$ cat config.mk
export PLATFORM = sky130hd
export DESIGN_NAME = wor_port
export DESIGN_NICKNAME = d
export VERILOG_FILES = /design/src/rtl/wor_port_pkg.sv /design/src/rtl/wor_port_sync.sv /design/src/rtl/wor_port_regs.sv /design/src/rtl/wor_port_drv.sv /design/src/rtl/wor_port.sv
export SDC_FILE = /design/constraint.sdc
export NUM_CORES = 1
export LEC_CHECK = 0
export ABC_AREA = 1
export BUFFER_PORTS_ARGS = -buffer_cell sky130_fd_sc_hd__buf_2
export CAP_MARGIN = 20
export CORE_MARGIN = 2
export CORE_UTILIZATION = 30
export DETAILED_ROUTE_END_ITERATION = 6
export MAX_ROUTING_LAYER = met4
export PLACE_DENSITY = 0.48
export SETUP_SLACK_MARGIN = 0.1
export SLEW_MARGIN = 20
export SYNTH_ARGS = -nofsm -noshare
export SYNTH_HDL_FRONTEND = slang
export SYNTH_HIERARCHICAL = 1
export SYNTH_SLANG_ARGS = --single-unit
$ cat constraint.sdc
create_clock -name clk -period 1.45 [get_ports clk]
set_input_delay 0.0725 -clock clk [delete_from_list [all_inputs] [get_ports clk]]
set_output_delay 0.0725 -clock clk [all_outputs]
set_load 0.03 [all_outputs]
$ cat src/rtl/wor_port_pkg.sv
package wor_port_pkg;
    parameter int PORT_W = 8;
    parameter int CS_N   = 4;
    parameter int ADDR_W = 2;

    localparam int OPT_OD_BIT = 0;
    localparam int CS_BASE    = PORT_W - CS_N;

    typedef enum logic [ADDR_W-1:0] {
        OFS_DATA = 2'd0,
        OFS_DIR  = 2'd1,
        OFS_OPT  = 2'd2,
        OFS_NONE = 2'd3
    } ofs_e;
endpackage

$ cat src/rtl/wor_port_sync.sv
module wor_port_sync #(
    parameter int W = 8
) (
    input  logic         clk,
    input  logic         rst,
    input  logic [W-1:0] async_in,
    output logic [W-1:0] sync_out
);
    typedef struct packed {
        logic [W-1:0] meta;
        logic [W-1:0] stable;
    } sync_t;

    sync_t st_d, st_q;

    always_comb begin
        st_d        = st_q;
        st_d.meta   = async_in;
        st_d.stable = st_q.meta;
        if (rst) begin
            st_d = '0;
        end
    end

    always_ff @(posedge clk) begin
        st_q <= st_d;
    end

    assign sync_out = st_q.stable;
endmodule

$ cat src/rtl/wor_port_regs.sv
module wor_port_regs
    import wor_port_pkg::*;
#(
    parameter int W     = PORT_W,
    parameter int NCS   = CS_N,
    parameter int AW    = ADDR_W
) (
    input  logic           clk,
    input  logic           rst,
    input  logic           exp_mode,
    input  logic           wr,
    input  logic [AW-1:0]  addr,
    input  logic [W-1:0]   wdata,
    input  logic [W-1:0]   pins_sync,
    output logic [W-1:0]   rdata,
    output logic [W-1:0]   data_q,
    output logic [W-1:0]   dir_q,
    output logic           od_q,
    output logic [NCS-1:0] cs_en_q
);
    localparam logic [NCS-1:0] CS_RST_EXP = NCS'(1) << (NCS - 1);

    typedef struct packed {
        logic [W-1:0]   data;
        logic [W-1:0]   dir;
        logic           od;
        logic [NCS-1:0] cs_en;
    } regs_t;

    regs_t r_d, r_q;

    always_comb begin
        r_d = r_q;
        if (wr) begin
            case (ofs_e'(addr))
                OFS_DATA: r_d.data = wdata;
                OFS_DIR:  r_d.dir  = wdata;
                OFS_OPT: begin
                    r_d.od    = wdata[OPT_OD_BIT];
                    r_d.cs_en = wdata[W-1 -: NCS];
                end
                default: ;
            endcase
        end
        if (rst) begin
            r_d.data  = '0;
            r_d.dir   = '0;
            r_d.od    = 1'b0;
            r_d.cs_en = exp_mode ? CS_RST_EXP : '0;
        end
    end

    always_ff @(posedge clk) begin
        r_q <= r_d;
    end

    always_comb begin
        rdata = '0;
        case (ofs_e'(addr))
            OFS_DATA: rdata = (r_q.dir & r_q.data) | (~r_q.dir & pins_sync);
            OFS_DIR:  rdata = r_q.dir;
            OFS_OPT: begin
                rdata[OPT_OD_BIT] = r_q.od;
                rdata[W-1 -: NCS] = r_q.cs_en;
            end
            default:  rdata = '0;
        endcase
    end

    assign data_q  = r_q.data;
    assign dir_q   = r_q.dir;
    assign od_q    = r_q.od;
    assign cs_en_q = r_q.cs_en;
endmodule

$ cat src/rtl/wor_port_drv.sv
module wor_port_drv #(
    parameter int W   = 8,
    parameter int NCS = 4
) (
    input  logic           exp_mode,
    input  logic [W-1:0]   data_q,
    input  logic [W-1:0]   dir_q,
    input  logic           od_q,
    input  logic [NCS-1:0] cs_en_q,
    input  logic [NCS-1:0] cs_in,
    output logic [W-1:0]   pu_en,
    output logic [W-1:0]   pd_en
);
    localparam int BASE = W - NCS;

    logic [W-1:0] drv_val;
    logic [W-1:0] drv_oe;

    for (genvar i = 0; i < W; i++) begin : g_pin
        if (i >= BASE) begin : g_alt
            logic use_cs;
            assign use_cs     = exp_mode & cs_en_q[i-BASE];
            assign drv_val[i] = use_cs ? cs_in[i-BASE] : data_q[i];
            assign drv_oe[i]  = use_cs | dir_q[i];
        end else begin : g_plain
            assign drv_val[i] = data_q[i];
            assign drv_oe[i]  = dir_q[i];
        end
        assign pu_en[i] = drv_oe[i] & drv_val[i] & ~od_q;
        assign pd_en[i] = drv_oe[i] & ~drv_val[i];
    end
endmodule

$ cat src/rtl/wor_port.sv
module wor_port
    import wor_port_pkg::*;
#(
    parameter int W   = PORT_W,
    parameter int NCS = CS_N,
    parameter int AW  = ADDR_W
) (
    input  logic           clk,
    input  logic           rst,
    input  logic           exp_mode,
    input  logic           bus_wr,
    input  logic [AW-1:0]  bus_addr,
    input  logic [W-1:0]   bus_wdata,
    output logic [W-1:0]   bus_rdata,
    input  logic [W-1:0]   pin_in,
    input  logic [NCS-1:0] cs_in,
    output logic [W-1:0]   pu_en,
    output logic [W-1:0]   pd_en
);
    logic [W-1:0]   sync_pins;
    logic [W-1:0]   data_q;
    logic [W-1:0]   dir_q;
    logic           od_q;
    logic [NCS-1:0] cs_en_q;

    wor_port_sync #(.W(W)) u_sync (
        .clk      (clk),
        .rst      (rst),
        .async_in (pin_in),
        .sync_out (sync_pins)
    );

    wor_port_regs #(.W(W), .NCS(NCS), .AW(AW)) u_regs (
        .clk       (clk),
        .rst       (rst),
        .exp_mode  (exp_mode),
        .wr        (bus_wr),
        .addr      (bus_addr),
        .wdata     (bus_wdata),
        .pins_sync (sync_pins),
        .rdata     (bus_rdata),
        .data_q    (data_q),
        .dir_q     (dir_q),
        .od_q      (od_q),
        .cs_en_q   (cs_en_q)
    );

    wor_port_drv #(.W(W), .NCS(NCS)) u_drv (
        .exp_mode (exp_mode),
        .data_q   (data_q),
        .dir_q    (dir_q),
        .od_q     (od_q),
        .cs_en_q  (cs_en_q),
        .cs_in    (cs_in),
        .pu_en    (pu_en),
        .pd_en    (pd_en)
    );
endmodule

; ---- Yosys cells after proc, flatten, opt, wreduce, memory -nomap -nowiden
; Cells that the tools add are included.
[op_classes]
mux = 11
reduce_logical = 7
n_mul = 0
div_mod_pow = 0
shifts = 0
n_addsub = 0
eq_ne = 2
n_bitwise = 45
order_cmp = 0
[op_table]
columns = cell, n
row1 = 1-bit AND, 28
row2 = 8-bit AND, 2
row3 = 4-bit 2-to-1 mux, 4
row4 = 4-bit case mux with 3 select lines, 1
row5 = 1-bit inverter, 9
row6 = 8-bit inverter, 1
row7 = 8-bit bitwise OR, 1
row8 = 2-bit AND reduction, 4
row9 = 3-bit case mux with 2 select lines, 1
row10 = 1-bit 2-to-1 mux, 4
row11 = 1-bit bitwise OR, 4
row12 = 2-bit nonzero test, 2
row13 = 1-bit case mux with 3 select lines, 1
row14 = 2-bit by 1-bit equality test with 1-bit output (second input constant), 1
row15 = 2-bit equality test (second input constant), 1
row16 = 2-bit zero test, 1
[totals]
latch_bits = 0
reg_bits = 37
ram_bits = 0
romBits = 0
mem_count = 0

; ---- Depth between registers and ports, before layout
[logic_depth]
ltp_word = 4
ltp_mapped = 6
ltp_nobuf = 6

; ---- Hierarchy
; The synthesis kept the hierarchy.
[by_module_without_submodules]
columns = module, instances, cells_each, seq_area_each_um2, area_per_inst_um2
row1 = wor_port_regs, 1, 180, 460.4, 1142.3
row2 = wor_port_sync, 1, 58, 320.3, 534.3
row3 = wor_port_drv, 1, 78, 0.0, 331.6

; ---- Worst setup path after synthesis
; No wires, ideal clock.
[synth_path]
path_kind = register to output
startpoint = reg u_regs.r_q (netlist bit u_regs/dir_q[1])
endpoint = out bus_rdata[1]
stages_incl_launch_ff = 3
arrival_time_ps = 1131
setup_slack_ps = 247
path_buffers = 0
path_cell_list = dfxtp_1 o21ai_0 o21ai_0
[synth_between]
elab_chain_len = 4
elab_cells_between_ends = 5
[synth_lines]
columns = item, line_no
row1 = start: declaration, wor_port_regs.sv:30  ; regs_t r_d, r_q;
row2 = start signal: assignment, wor_port_regs.sv:54  ; r_q <= r_d;
row3 = 8-bit inverter, wor_port_regs.sv:60  ; OFS_DATA: rdata = (r_q.dir & r_q.data) | (~r_q.dir & pins_sync);
row4 = 8-bit AND, wor_port_regs.sv:60
row5 = 8-bit bitwise OR, wor_port_regs.sv:60
row6 = 3-bit case mux with 2 select lines *, wor_port_regs.sv:59  ; case (ofs_e'(addr))
row7 = end: declaration, wor_port.sv:14  ; output logic [W-1:0] bus_rdata,
; Every way passes the cells marked *; elsewhere a longest branch is shown, timed or not.

; ---- Final worst setup path
[layout_path]
startpoint = reg u_regs.r_q (netlist bit u_regs/cs_en_q[2])
endpoint = out bus_rdata[6]
[layout_between]
elab_chain_len = 1
[layout_lines]
columns = item, line_no
row1 = 4-bit case mux with 3 select lines, wor_port_regs.sv:59
; Every way passes these cells.

==> impl_metrics.ini <==
[cells_and_area]
drive_gt1_share_pct = 22.2
area_delta_synth_final_pct = 22.4
fillerInstances = 694
nets = 395
post-route-util_pct = 38.3
diodes = 0

[floorplanning]
num_rows = 29
start_util_pct = 31.3
die_area_um2 = 7360
num_io_pins = 50
core_um2 = 6420
die_w_um = 85.8
die_y_um = 85.8

[flow_run]
maxCapViolations = 0

[routing]
wl_per_cell_um = 10.2
via_count = 1789
drtIter0Drc = 86
drt-pass1-iter-count = 7
drtAntennaViolNets = 0
via_per_inst = 4.00
wl_um = 4540
drc = 5

[placed_design]
dp_slack_ns = 0.186
numPortBuffers = 49
hpwlAfterDp_um = 3320
place.gp.congestion = 0.761

[power]
p_total_uw = 2300
ir_worst_vdd_v = 0.000507
leakagePower_uw = 0.00134
power.density_cell_area_nw_per_um2 = 937

[logic_synthesis]
ys_warn_count = 6
yosysSeqAreaShare_pct = 38.9
synth_cell_types = 21
synth.avg_cell_area_um2 = 6.35
netlist_area_um2 = 2010
synth-seq-cells = 37
syn_nets = 342
synthCells = 316

[timing]
slew_headroom_pct = 72.5
layout_setup_ws_ns = 0.137
tns_ns = 0
rsz0062_at_grt = yes
setup_viol = 0
finalCriticalPeriod_ns = 1.31
worst_slew_pin_slew_ns = 0.411
max_freq_mhz = 762
final.setup_skew_ns = 0.00134
hold_viol = 0
maxSlewViolCount = 0
fin_crit_sh_pct = 90.5

[clocking]
clock_latency_ns = 0.29
cts-root-buf = clkbuf_8
clk_pin_slew_ns = 0.07
numCtsBuffers = 5
htree_levels = 2
clockBufferDepth = 2
cts.sinks = 37
cts_tree = yes

[global_route]
grt_max_degree = 18
grt_pass1_wl_um = 7450
antenna_found_initial = 0
track_usage_pct = 13.3
grt_pass1_vias = 1574
grt_remaining_overflow = 0

[run_status]
violations = design-rule violations
outcome = complete, but fails checks

[critical_path]
critical_path_class = reg2out
required_ns = 1.38
critPathMostFrequentCell = nand2_1
arrival_ns = 1.24
cp_slowest_cell = edfxtp_1
cpPeakStageDelay_ns = 0.48
path_cells = nand3_1, nand2_1, inv_1, nand2_1, clkbuf_4
end_kind = primary output
path_max_fanout = 4
worstSetupStartpointType = flip-flop

[hold_path]
hp-class = in2reg
worst max-delay path, delay by kind of cell, from the launching register on:
kind | cells | cell delay [ns]
buf+inv | 2 | 0.24
flops | 1 | 0.48
simple gates | 3 | 0.24
placed cells by master, fill, tap and decap left out:
master         count
clkinv_1           3
dfxtp_1           30
nor2_1            61
clkbuf_1           1
nand3_1           26
nor2_2             4
inv_1             59
nand2_4            3
nor2_4             1
buf_4             13
nand2_1           82
o21ai_1            2
nand2_2            3
edfxtp_1           4
dlygate4sd3_1      8
nand3_4            1
a21oi_1            8
clkinv_2           3
buf_2             39
clkbuf_4           3
o211ai_1           1
o21ai_0            3
inv_2              4
clkbuf_8           5
dfxtp_2            3
cells by family after synthesis:
| kind of cell | after synthesis | share of synthesized area [%] |
|---|---|---|
| simple gates | 181 | 38.0 |
| compound gates | 14 | 3.61 |
| buf+inv | 84 | 19.5 |
| flops | 37 | 38.9 |
repair_timing:
action / CTS / global route
gates cloned: 0 / 0
endpoints found under the hold margin: 8 / 0
gates resized for setup: 1 / 23
hold buffers: 8 / 0
setup buffers: 0 / 1
pin swaps: 0 / 2
endpoints found under the setup margin: 4 / 11
where the power goes:
group	internal [µW]	total [µW]	switching, µW
logic	176	467	292
registers	1090	1140	48.1
clock network	333	693	360
total	1600	2300	700
routing by layer:
metal  track usage (%)  part of all wire [%]  vias to the layer above
met4              4.76                   1.5                        0
li1                  -                     -                     1025
met1              17.0                    51                      713
met5                 -                     0                        -
met3              3.37                   5.2                        7
met2              20.3                    42                       44
layout make-up:
class	instances	area, µm²	area share (%)
tap	77	96.3	3.92
sequential	37	785	31.9
timing repair buffer	63	395	16.1
inverter	67	253	10.3
multi-input combinational	195	846	34.4
clock buffer	6	72.6	2.95
clock inverter	2	10.0	0.407
state kept, by name, indices dropped and copies added, names as in the netlist:
register / flops
u_regs/cs_en_q: 4
u_regs/data_q: 8
u_sync/sync_out: 8
u_regs/od_q: 1
u_sync/st_q: 8
u_regs/dir_q: 8
worst paths after layout:
kind	start	endpoint	slack (ns)	cells past startpoint
worst max register to register	u_regs/od_q	u_regs/od_q	0.69	4
worst min-delay path	bus_wdata[7]	u_regs/dir_q[7]	0.02	3
worst min register to register	u_sync/st_q[15]	u_sync/sync_out[7]	0.40	2
worst max-delay path	u_regs/cs_en_q[2]	bus_rdata[6]	0.14	5
stage by stage:
stage	hold slack (ns)	cells	cell area, µm²
after global placement	0.271	430	2250
after detailed placement	0.278	430	2250
final	0.0216	447	2460
after CTS	0.0159	446	2410
after floorplan	0.179	316	2010
after global routing	0.0370	447	2460
cell usage after synthesis:
| cell | number | area, µm² |
|---|---|---|
| edfxtp_1 | 4 | 120 |
| clkinv_1 | 3 | 11.3 |
| o211ai_1 | 1 | 7.51 |
| nor2_4 | 1 | 11.3 |
| dfxtp_1 | 33 | 661 |
| inv_1 | 59 | 221 |
| o21ai_0 | 5 | 25.0 |
| nand3_1 | 26 | 130 |
| buf_2 | 3 | 15.0 |
| buf_8 | 1 | 15.0 |
| nor2_1 | 61 | 229 |
| clkinv_2 | 1 | 5.00 |
| buf_4 | 10 | 75.1 |
| inv_2 | 4 | 15.0 |
| buf_6 | 3 | 33.8 |
| nand3_4 | 1 | 17.5 |
| nand2_4 | 2 | 22.5 |
| nand2_1 | 84 | 315 |
| a21oi_1 | 8 | 40.0 |
| nor2_2 | 4 | 25.0 |
| nand2_2 | 2 | 12.5 |
Note: power is estimated with default switching activity, not from simulation.
